$ cat src/rtl/lreq_pkg.sv
// Shared types for the link request receiver.
// Assumes a 3-bit request code whose values 0..3 match the grant codes.
package lreq_pkg;
    typedef enum logic [2:0] {
        RQ_IMM  = 3'd0,
        RQ_ISO  = 3'd1,
        RQ_PRI  = 3'd2,
        RQ_FAIR = 3'd3,
        RQ_RD   = 3'd4,
        RQ_WR   = 3'd5,
        RQ_ACC  = 3'd6,
        RQ_RSV  = 3'd7
    } rq_kind_t;

    localparam int NUM_BUS_REQ = 4;
endpackage

$ cat src/rtl/lreq_deser.sv
// Serial request deserializer.
// Detects a start bit, shifts in the 3-bit code and its payload, and checks
// the stop bit. done/bad are combinational in the stop (or last code) cycle.
// Assumes the line idles low between transfers.
module lreq_deser
    import lreq_pkg::*;
#(
    parameter int ADDR_W = 4,
    parameter int DATA_W = 8
) (
    input  logic                     clk,
    input  logic                     rst_n,
    input  logic                     lreq_in,
    output logic                     busy,
    output logic                     done,
    output logic                     bad,
    output rq_kind_t                 kind,
    output logic [ADDR_W+DATA_W-1:0] payload
);
    localparam int PW = ADDR_W + DATA_W;
    localparam int CW = $clog2(PW + 1);

    typedef enum logic [1:0] {S_IDLE, S_TYPE, S_PAY, S_STOP} st_t;

    st_t            st_q;
    logic [CW-1:0]  cnt_q;
    rq_kind_t       kind_q;
    logic [PW-1:0]  sh_q;
    rq_kind_t       kind_nx;

    // Payload length for each request code
    function automatic int plen_of(rq_kind_t k);
        case (k)
            RQ_RD:   return ADDR_W;
            RQ_WR:   return PW;
            RQ_ACC:  return 1;
            default: return 0;
        endcase
    endfunction

    // Code value including the bit on the line this cycle
    assign kind_nx = rq_kind_t'({kind_q[1:0], lreq_in});

    // Framing state machine
    always_ff @(posedge clk) begin
        if (!rst_n) begin
            st_q   <= S_IDLE;
            cnt_q  <= '0;
            kind_q <= RQ_IMM;
            sh_q   <= '0;
        end else begin
            case (st_q)
                S_IDLE: begin
                    if (lreq_in) begin
                        st_q  <= S_TYPE;
                        cnt_q <= '0;
                        sh_q  <= '0;
                    end
                end
                S_TYPE: begin
                    kind_q <= kind_nx;
                    cnt_q  <= cnt_q + CW'(1);
                    if (cnt_q == CW'(2)) begin
                        cnt_q <= '0;
                        if (kind_nx == RQ_RSV)
                            st_q <= S_IDLE;
                        else if (plen_of(kind_nx) == 0)
                            st_q <= S_STOP;
                        else
                            st_q <= S_PAY;
                    end
                end
                S_PAY: begin
                    sh_q  <= {sh_q[PW-2:0], lreq_in};
                    cnt_q <= cnt_q + CW'(1);
                    if (int'(cnt_q) == plen_of(kind_q) - 1)
                        st_q <= S_STOP;
                end
                default: st_q <= S_IDLE;
            endcase
        end
    end

    // Completion and error qualifiers
    always_comb begin
        busy    = (st_q != S_IDLE);
        done    = (st_q == S_STOP) && !lreq_in;
        bad     = ((st_q == S_STOP) && lreq_in) ||
                  ((st_q == S_TYPE) && (cnt_q == CW'(2)) && (kind_nx == RQ_RSV));
        kind    = kind_q;
        payload = sh_q;
    end
endmodule

$ cat src/rtl/lreq_pend.sv
// Pending bus-request flags.
// One flag per bus request code (0 imm, 1 iso, 2 pri, 3 fair). Priority and
// fair flags are cancellable by a receive start unless it is an acknowledge
// while acceleration is on. The isochronous flag also clears on gap and bus
// request events. Set wins over grant/gap clears; cancel wins over set.
module lreq_pend
    import lreq_pkg::*;
(
    input  logic                   clk,
    input  logic                   rst_n,
    input  logic                   done,
    input  rq_kind_t               kind,
    input  logic                   busy,
    input  logic                   rx_start,
    input  logic                   rx_is_ack,
    input  logic                   accel_en,
    input  logic                   grant_valid,
    input  logic [1:0]             grant_kind,
    input  logic                   sub_gap,
    input  logic                   bus_req_evt,
    output logic [NUM_BUS_REQ-1:0] pend
);
    logic cancel;
    logic kill_q;

    assign cancel = rx_start && !(accel_en && rx_is_ack);

    // Remember a cancel that arrived while a transfer was in progress
    always_ff @(posedge clk) begin
        if (!rst_n)
            kill_q <= 1'b0;
        else if (!busy)
            kill_q <= 1'b0;
        else if (cancel)
            kill_q <= 1'b1;
    end

    for (genvar i = 0; i < NUM_BUS_REQ; i++) begin : g_flag
        localparam bit CANCELLABLE = (i >= 2);
        localparam bit EVT_CLEARED = (i == 1);
        logic hit_set;
        logic hit_clr;
        logic flag_q;

        assign hit_set = done && (kind == rq_kind_t'(3'(i))) &&
                         !(CANCELLABLE && (cancel || kill_q));
        assign hit_clr = (grant_valid && (grant_kind == 2'(i))) ||
                         (CANCELLABLE && cancel) ||
                         (EVT_CLEARED && (sub_gap || bus_req_evt));

        // Flag update: set first, then clear, else hold
        always_ff @(posedge clk) begin
            if (!rst_n)
                flag_q <= 1'b0;
            else if (hit_set)
                flag_q <= 1'b1;
            else if (hit_clr)
                flag_q <= 1'b0;
        end

        assign pend[i] = flag_q;
    end
endmodule

$ cat src/rtl/lreq_tracker.sv
// Link request receiver and pending-request tracker (top).
// Decodes serial requests, issues register strobes, holds the acceleration
// enable, and tracks pending bus requests. All outputs are registered.
module lreq_tracker
    import lreq_pkg::*;
#(
    parameter int ADDR_W = 4,
    parameter int DATA_W = 8
) (
    input  logic              clk,
    input  logic              rst_n,
    input  logic              lreq_in,
    input  logic              rx_start,
    input  logic              rx_is_ack,
    input  logic              grant_valid,
    input  logic [1:0]        grant_kind,
    input  logic              sub_gap,
    input  logic              bus_req_evt,
    output logic              reg_rd_stb,
    output logic              reg_wr_stb,
    output logic [ADDR_W-1:0] reg_addr,
    output logic [DATA_W-1:0] reg_wdata,
    output logic              accel_en,
    output logic              frame_err,
    output logic              pend_imm,
    output logic              pend_iso,
    output logic              pend_pri,
    output logic              pend_fair
);
    localparam int PW = ADDR_W + DATA_W;

    logic                   busy;
    logic                   done;
    logic                   bad;
    rq_kind_t               kind;
    logic [PW-1:0]          payload;
    logic [NUM_BUS_REQ-1:0] pend;

    lreq_deser #(.ADDR_W(ADDR_W), .DATA_W(DATA_W)) u_deser (
        .clk     (clk),
        .rst_n   (rst_n),
        .lreq_in (lreq_in),
        .busy    (busy),
        .done    (done),
        .bad     (bad),
        .kind    (kind),
        .payload (payload)
    );

    lreq_pend u_pend (
        .clk         (clk),
        .rst_n       (rst_n),
        .done        (done),
        .kind        (kind),
        .busy        (busy),
        .rx_start    (rx_start),
        .rx_is_ack   (rx_is_ack),
        .accel_en    (accel_en),
        .grant_valid (grant_valid),
        .grant_kind  (grant_kind),
        .sub_gap     (sub_gap),
        .bus_req_evt (bus_req_evt),
        .pend        (pend)
    );

    // Register strobes, address/data, acceleration enable and error pulse
    always_ff @(posedge clk) begin
        if (!rst_n) begin
            reg_rd_stb <= 1'b0;
            reg_wr_stb <= 1'b0;
            reg_addr   <= '0;
            reg_wdata  <= '0;
            accel_en   <= 1'b0;
            frame_err  <= 1'b0;
        end else begin
            reg_rd_stb <= done && (kind == RQ_RD);
            reg_wr_stb <= done && (kind == RQ_WR);
            frame_err  <= bad;
            if (done && (kind == RQ_RD)) begin
                reg_addr  <= payload[ADDR_W-1:0];
                reg_wdata <= '0;
            end
            if (done && (kind == RQ_WR)) begin
                reg_addr  <= payload[PW-1:DATA_W];
                reg_wdata <= payload[DATA_W-1:0];
            end
            if (done && (kind == RQ_ACC))
                accel_en <= payload[0];
        end
    end

    assign pend_imm  = pend[0];
    assign pend_iso  = pend[1];
    assign pend_pri  = pend[2];
    assign pend_fair = pend[3];
endmodule

$ cat config.mk
export PLATFORM = sky130hd
export DESIGN_NAME = lreq_tracker
export DESIGN_NICKNAME = d
export VERILOG_FILES = /design/src/rtl/lreq_pkg.sv /design/src/rtl/lreq_deser.sv /design/src/rtl/lreq_pend.sv /design/src/rtl/lreq_tracker.sv
export SDC_FILE = /design/constraint.sdc
export NUM_CORES = 1
export LEC_CHECK = 0
export BUFFER_PORTS_ARGS = -buffer_cell sky130_fd_sc_hd__buf_2
export CAP_MARGIN = 10
export CORE_ASPECT_RATIO = 0.6
export CORE_MARGIN = 2
export CORE_UTILIZATION = 59
export DETAILED_ROUTE_END_ITERATION = 10
export MAX_ROUTING_LAYER = met4
export PLACE_DENSITY = 0.87
export SETUP_SLACK_MARGIN = 0.3
export SLEW_MARGIN = 10
export SYNTH_ARGS = -nofsm -noshare
export SYNTH_HDL_FRONTEND = slang
export SYNTH_SLANG_ARGS = --single-unit
$ cat constraint.sdc
create_clock -name clk -period 3.3 [get_ports clk]
set_clock_uncertainty 0.05 [all_clocks]
set_input_delay 0.33 -clock clk [delete_from_list [all_inputs] [get_ports clk]]
set_output_delay 0.33 -clock clk [all_outputs]
set_load 0.02 [all_outputs]
Word-level counts from Yosys, hierarchy flattened. Cells that the tools add are included.

Register bits: 42. Logic and storage cells: 113.

$add $sub $neg: 2. Equality and inequality tests: 21. Multiplexer cells: 31. Reductions and logical operators: 44.

Operators by type and width (number): 32-bit two-way mux (6); 4-bit one-hot mux with 3 select lines (3); 5-bit by 32-bit equality test with 1-bit output (1); 32-bit logical NOT (1); 32-bit by 2-bit subtractor with 32-bit output, second input constant (1); 12-bit one-hot mux with 2 select lines (1); 3-bit equality test, second input constant (7); 1-bit logical AND (19); 4-bit two-way mux (4); 8-bit two-way mux (2); 2-bit nonzero test (7); 12-bit two-way mux (1); 1-bit two-way mux (9); 2-bit equality test, second input constant (4); 2-bit two-way mux (4); 3-bit by 2-bit equality test with 1-bit output, second input constant (2); 1-bit logical OR (6); 2-bit one-hot mux with 3 select lines (1); 2-bit AND reduction (3); 4-bit by 1-bit adder with 4-bit output, second input constant (1); 2-bit by 1-bit equality test with 1-bit output, second input constant (2); 4-bit by 2-bit equality test with 1-bit output, second input constant (1); 2-bit logical NOT (2); 2-bit != test, second input constant (2); other kinds (6) (8).

Longest topological paths before layout. Gate-level depths: netlist of run 1.

Depth after elaboration: 11. Gate-level depth with buffers: 8.

Modules after synthesis. Synthesis of run 1 repeated with hierarchy kept, for this count alone.

Cells, all modules: 217. Area, all modules: 1976.9 um2.

By module, submodules not included: lreq_deser (instances 1, cells an instance 116, area each 1043.5 um2); lreq_tracker (instances 1, cells an instance 69, area each 661.9 um2); lreq_pend (instances 1, cells an instance 32, area each 271.5 um2).

Worst setup path before layout of run 1. No wires, ideal clock.

Kind: reg2reg. From: register u_deser.kind_q[1], in the netlist u_deser.kind[1]. To: register u_deser.st_q[1]. Library setup time: 0.131 ns. Data arrival time: 1.605 ns. Required time: 3.119 ns. Slack: 1.515 ns. Cell stages (with the launch flop): 9. Path buffers: 1. Period minus slack after synthesis: 1.785 ns. Cells stage by stage: dfxtp_1 -> buf_2 -> nand2b_4 -> ha_1 -> xor2_1 -> o2111ai_1 -> o21ai_1 -> a31o_1 -> a21oi_2.

Cells in the longest elaborated chain, start to end: 8. Elaborated cells between the ends (all ways): 14.

Ends and longest elaborated chain: start: declaration (RTL line lreq_deser.sv:27) `rq_kind_t kind_q;`; start signal: assignment (RTL line lreq_deser.sv:61) `kind_q <= kind_nx;`; 3-bit equality test (RTL line lreq_deser.sv:33) `case (k)`; 4-bit one-hot mux with 3 select lines (RTL line lreq_deser.sv:33); 32-bit two-way mux (RTL line lreq_deser.sv:52) `case (st_q)`; 32-bit two-way mux (RTL line lreq_deser.sv:46) `if (!rst_n) begin`; 32-bit by 2-bit subtractor with 32-bit output (RTL line lreq_deser.sv:76) `if (int'(cnt_q) == plen_of(kind_q) - 1)`; 5-bit by 32-bit equality test with 1-bit output (RTL line lreq_deser.sv:76); 2-bit by 1-bit != test with 1-bit output (no source line); 3-bit AND reduction (no source line); end signal: assignment (RTL line lreq_deser.sv:70) `st_q <= S_PAY;`; end signal: assignment (RTL line lreq_deser.sv:77) `st_q <= S_STOP;`; end signal: assignment (RTL line lreq_deser.sv:79) `default: st_q <= S_IDLE;`; end: declaration (RTL line lreq_deser.sv:25) `st_t st_q;`.

Several ways; a longest one is shown, not always the timed one. The select of a mux whose other input is x is not followed. A chain may end at the register's enable or synchronous reset.

Final worst setup path of run 1.
From: register u_deser.kind_q[0], in the netlist u_deser.kind[0]. To: register u_deser.st_q[1].

Same word-level chain as after synthesis.

==> flow_metrics.tcl, run 1 <==
set metrics [dict create \
    die_height_um 46.8 \
    worstPathArrival_ns 2.42 \
    p_int_w 0.000889 \
    wl_um 3920 \
    power_density_mw_per_mm2 638 \
    yosysMostFrequentCell "dfxtp_1" \
    final-hold-violation-count 0 \
    status "completed" \
    yosysTopAreaCell "dfxtp_1" \
    crit_path_end_kind "flip-flop" \
    insertion_delay_ns 0.30 \
    critPathMaxFanout 15 \
    drv_cap 0 \
    ant_nets 0 \
    setup_viol 0 \
    reg2reg_depth 7 \
    synth_cells 189 \
    hold_buffers 0 \
    clkSlewWorstSetupHoldPaths_ns 0.08 \
    cts_made_buffers 5 \
    row_count 15 \
    synth_edf_count 0 \
    synth_cell_type_count 45 \
    synth_top_area_share 0.467 \
    gp_congestion 0.876 \
    cts_buffer_depth 2 \
    fillers 218 \
    rsz0062_at_grt "no" \
    max_stage_delay_ns 0.67 \
    ys_ff_latch 42 \
    ys_seq_area_frac 0.467 \
    postSynthAreaPerCell_um2 9.53 \
    grt_pass1_wl_um 6050 \
    cts_tree "yes" \
    netSwitchingPower_w 0.000442 \
    path_class "reg2reg" \
    ys.flop_type "dfxtp_1" \
    ctsResizeCount 0 \
    seqPwrFrac 0.434 \
    ys_top_cells_by_count "42 x dfxtp_1, 32 x nor2_1, 11 x a22oi_1" \
    start_util 0.623 \
    hold_path_class "in2reg" \
    fmax_ghz 0.447 \
    io_pins 30 \
    dieWidth_um 75.3 \
    via_count 1499 \
    finalSetupTns_ns 0 \
    synth_area_leaders "dfxtp_1 47%, nor2_1 6.7%, ha_1 5.6%, a22oi_1 4.6%, mux2i_1 4.4%" \
    leakagePower_nw 0.852 \
    ir_worst_vdd_uv 374 \
    p_comb_frac 0.255 \
    worst_slew_pin_slew_ns 0.697 \
    track_usage 0.248 \
    clock_sinks 42 \
    path_cells "nand3b_2 > ha_1 > xor2_1 > o2111ai_1 > o21ai_1 > nand4_1 > a21oi_2" \
    wl_per_cell_um 15.0 \
    route.detailed.drc 0 \
    dieArea_mm2 0.00353 \
    drive_above_1_share 0.210 \
    switching_share 0.332 \
    fin_crit_ns 2.24 \
    first_pass_iters 4 \
    drv_slew 0 \
    dpl.hpwl_um 2810 \
    core_area_mm2 0.00289 \
    timing.final.crit_share 0.678 \
    syn_nets 207 \
    drt-initial-drc-count 130 \
    power_w 0.00133 \
    grt_antenna_before_repair 0 \
    area_delta_synth_final_pct 15.8 \
    viasPerCell 5.74 \
    relSlewSlack 0.533 \
    portBuffers 29 \
    synth.cell_area_mm2 0.00180 \
    post_cts_buffers 0 \
    yosys_warnings 0 \
    num_antenna_cells 0 \
    fin_nets 236 \
    grt_start_max_net_pins 29 \
    grt.overflow.total 0 \
    cp_slowest_cell "dfxtp_1" \
    grt_pass1_vias 1289 \
    start_kind "flip-flop" \
    h-tree-depth 2 \
    cp_data_required_time_ns 3.49 \
    holdPathStages 3 \
    cts_root_buf "clkbuf_8" \
    power.share.clock 0.310 \
    synthArstFlopShare 0 \
]
==> logic make-up (layout without fill, tap and decap cells) <==
group | count (synthesis) | after routing | synth area share
AOI/OAI and AO/OA | 47 | 47 | 0.191
buffers and inverters | 16 | 46 | 0.0354
muxes | 8 | 8 | 0.0444
xor gates and xnor gates | 4 | 4 | 0.0194
and+or+nand+nor | 64 | 64 | 0.188
DFF | 42 | 42 | 0.467
adders and majority gates | 8 | 8 | 0.0556
==> power by group through the flow <==
stage | combinational [W] | sequential (W) | clock (W)
4_1_cts | 0.000335 | 0.000576 | 0.000415
2_1_floorplan | 0.000256 | 0.000572 | 0
5_1_grt | 0.000376 | 0.000582 | 0.000433
3_5_place_dp | 0.000329 | 0.000588 | 0
3_3_place_gp | 0.000312 | 0.000585 | 0
6_report | 0.000340 | 0.000578 | 0.000413
==> critical path, delay by kind of cell, from the launching register on <==
kind | cells | cell delay [ns]
xor+xnor | 1 | 0.14
flops | 1 | 0.67
simple gates | 2 | 0.45
fa+ha+maj | 1 | 0.26
compound gates | 3 | 0.59
==> cell type report <==
type	instances	area [um^2]	area share
clock buffers	5	68.8	0.0330
clock inverters	3	43.8	0.0210
inverters	8	30.0	0.0144
multi-input cells	131	897	0.430
flip-flops and latches	42	841	0.403
well taps	42	52.6	0.0252
repair buffers	30	153	0.0732
==> metal layers <==
layer	GRT usage	vias up	share of wire
li1	-	735	-
met1	0.333	703	0.49
met2	0.351	51	0.43
met3	0.0622	10	0.057
met4	0.119	0	0.022
met5	-	-	0
==> metrics by stage <==
stage | util | worst slack (ns) | instance area [um^2] | instances | hold WS, ns
floorplan | - | 1.51 | 1800 | 189 | 0.399
global placement | 0.683 | 1.24 | 1970 | 253 | 0.403
detailed placement | 0.683 | 1.12 | 1970 | 253 | 0.406
CTS | 0.722 | 1.08 | 2090 | 261 | 0.254
global route | 0.722 | 0.930 | 2090 | 261 | 0.273
finish | 0.722 | 1.06 | 2090 | 261 | 0.255
==> sequential cells by signal, summed over array words and instances (netlist names) <==
name                  count
reg_wdata                 8
u_deser.payload          12
reg_rd_stb                1
accel_en                  1
frame_err                 1
u_deser.cnt_q             4
reg_addr                  4
u_pend.g_flag.flag_q      4
u_deser.st_q              2
u_deser.kind              3
reg_wr_stb                1
u_pend.kill_q             1
==> worst paths after layout <==
kind | slack, ns | from | endpoint
setup / recovery | 1.06 | u_deser.kind[0]$_SDFFE_PN0P_ | u_deser.st_q[1]$_SDFFE_PN0P_
hold / removal | 0.26 | rst_n | frame_err$_SDFF_PN0_
hold reg to reg | 0.42 | reg_wdata[0]$_SDFFE_PN0P_ | reg_wdata[0]$_SDFFE_PN0P_
setup reg to reg | 1.06 | u_deser.kind[0]$_SDFFE_PN0P_ | u_deser.st_q[1]$_SDFFE_PN0P_
==> layout by cell type, fill, tap and decap left out, drive strengths merged, types with 3 or more instances in the layout <==
| cell type | n |
|---|---|
| xor2 | 3 |
| a22o | 8 |
| mux2i | 8 |
| a22oi | 11 |
| buf | 30 |
| clkbuf | 5 |
| ha | 8 |
| nand2 | 8 |
| nor2 | 34 |
| o21ai | 6 |
| dfxtp | 42 |
| a21oi | 7 |
| inv | 9 |
| a211oi | 5 |
| nand2b | 5 |
No activity file was read; power rests on OpenSTA's default activity.
==> run 2: changes to the inputs <==
- CORE_UTILIZATION: 59 -> 49
- PLACE_DENSITY: 0.87 -> 0.78
- clock period: 3.3 -> 1.85 ns (I/O delays scaled with it)
==> run 2 against run 1 <==
  * Power grew 89%
  * Cell count grew 8.8%
  * Die area grew 19%
  * Critical path depth is the same
  * Clock-buffer cell count grew 1
  * Non-clock buffer count grew 18
  * Clock power grew 50%
  * Routed wire length grew 11%
  * Register-to-register slack lost 0.91 ns
  * Sequential power grew 76%
  * Combinational power grew to 2.6 times the previous value
  * Largest cell class unchanged
==> flow_metrics.tcl, run 2 (synthesis results as in run 1) <==
set metrics [dict create \
    netSwitchingPower_w 0.000877 \
    p_int_w 0.00164 \
    grt_pass1_vias 1425 \
    fin_hold_ws_ns 0.133 \
    viasPerCell 5.40 \
    setup_viol 0 \
    cp_slowest_cell "dfxtp_4" \
    fmax_ghz 0.591 \
    cts_tree "yes" \
    dpl.hpwl_um 2810 \
    fin_ws_ns 0.158 \
    wl_per_cell_um 15.2 \
    dieWidth_um 82.3 \
    wl_um 4330 \
    track_usage 0.227 \
    final_cell_mix "36 x dfxtp_1, 29 x nor2_1, 29 x buf_2, 17 x buf_4, 9 x a22oi_1" \
    grt_pass1_wl_um 6850 \
    final-hold-violation-count 0 \
    final_common_cell "dfxtp_1" \
    grt_start_max_net_pins 25 \
    grt.overflow.total 0 \
    power.share.clock 0.246 \
    drv_cap 0 \
    h-tree-depth 2 \
    path_cells "nand2b_4 > ha_4 > xor2_2 > o2111ai_2 > o21ai_2 > nand4b_1 > a21oi_1" \
    row_count 17 \
    cts_made_buffers 5 \
    stdcell_count 284 \
    num_antenna_cells 0 \
    via_count 1534 \
    fin_crit_ns 1.69 \
    rsz0062_at_grt "yes" \
    largest_reg_flops 12 \
    stdcell_area_mm2 0.00237 \
    path_class "reg2reg" \
    core_area_mm2 0.00359 \
    place_area_mm2 0.00205 \
    cts_root_buf "clkbuf_8" \
    dieArea_mm2 0.00419 \
    clock_sinks 42 \
    first_pass_iters 4 \
    cp_data_required_time_ns 2.03 \
    crit_path_end_kind "flip-flop" \
    portBuffers 29 \
    grt-busiest-layer "met2" \
    die_height_um 51.0 \
    hold_path_class "in2reg" \
    grt.met2_usage 0.336 \
    ant_nets 0 \
    status "completed" \
    io_pins 30 \
    drv_slew 0 \
    clkSlewWorstSetupHoldPaths_ns 0.08 \
    finalSetupTns_ns 0 \
    pre_cts_slack_ns 0.00972 \
    insertion_delay_ns 0.30 \
    route.detailed.drc 0 \
    critPathMaxFanout 7 \
    max_stage_delay_ns 0.37 \
    power_density_mw_per_mm2 1060 \
    start_util 0.501 \
    post-place-cells 265 \
    area_delta_synth_final_pct 31.4 \
    grt_antenna_before_repair 0 \
    worst_slew_pin_slew_ns 0.339 \
    fin_nets 254 \
    gp_congestion 0.825 \
    timing.final.crit_share 0.914 \
    met1_usage 0.307 \
    cts_buffer_depth 2 \
    seqPwrFrac 0.404 \
    drive_above_1_share 0.388 \
    leakagePower_nw 0.997 \
    start_kind "flip-flop" \
    p_comb_frac 0.349 \
    grt_use_met3 0.0530 \
    drt-initial-drc-count 47 \
    switching_share 0.348 \
    relSlewSlack 0.774 \
    ir_worst_vdd_uv 728 \
    worstPathArrival_ns 1.87 \
]
==> run 2: cell types whose count changed in the layout (fill, tap and decap cells not counted), sizes merged <==
cell      change
buf          +18
bufinv        -1
clkbuf        +1
clkinvlp      +1
inv           -1
==> run 2: per-stage QoR <==
step	util	total power (W)
final	0.659	0.00252
after global routing	0.659	0.00267
after CTS	0.625	0.00235
after detailed placement	0.570	0.00166
after global placement	0.570	0.00165
after floorplan	-	0.00148
==> run 2: critical path: cells and delay by family, from the launching register on <==
| kind | cells | cell delay (ns) |
|---|---|---|
| fa+ha+maj | 1 | 0.27 |
| xor+xnor | 1 | 0.14 |
| simple gates | 2 | 0.30 |
| compound gates | 3 | 0.50 |
| flops | 1 | 0.37 |
==> run 2: area by class of cell <==
cell class                 count  area [um^2]
fill                         273         1230
multi-input combinational    131         1030
sequential                    42          856
timing repair buffer          48          295
clock buffer                   6         82.6
tap                           47         58.8
inverter                       8         30.0
clock inverter                 2         12.5
==> run 2: per-layer routing <==
layer  up-vias  routed length [um]
li1        765                   -
met1       718                2050
met2        42                1940
met3         9                 257
met4         0                  76
met5         -                   0
==> run 2: final timing paths <==
check                                from                                    to  slack, ns  cells past startpoint
max          u_deser.kind[1]$_SDFFE_PN0P_          u_deser.st_q[0]$_SDFFE_PN0P_       0.16                      7
min                               sub_gap  u_pend.g_flag[1].flag_q$_SDFFE_PN0P_       0.13                      4
max reg2reg  u_deser.kind[1]$_SDFFE_PN0P_          u_deser.st_q[0]$_SDFFE_PN0P_       0.16                      7
min reg2reg     reg_wdata[7]$_SDFFE_PN0P_             reg_wdata[7]$_SDFFE_PN0P_       0.42                      1
==> run 2: power groups by stage <==
| stage | Clock (W) | Sequential (W) | Combinational [W] |
|---|---|---|---|
| 3_5_place_dp | 0 | 0.00103 | 0.000630 |
| 2_1_floorplan | 0 | 0.00102 | 0.000463 |
| 5_1_grt | 0.000669 | 0.00103 | 0.000970 |
| 4_1_cts | 0.000629 | 0.00100 | 0.000714 |
| 6_report | 0.000621 | 0.00102 | 0.000880 |
| 3_3_place_gp | 0 | 0.00103 | 0.000623 |
==> run 2: what timing repair did <==
| action | CTS | global route |
|---|---|---|
| endpoints found under the setup margin | 31 | 33 |
| hold buffers | 0 | 0 |
| pin swaps | 9 | 16 |
| gates cloned | 0 | 2 |
| hold endpoints to repair | 0 | 0 |
| setup buffers | 7 | 2 |
| gates resized for setup | 15 | 29 |
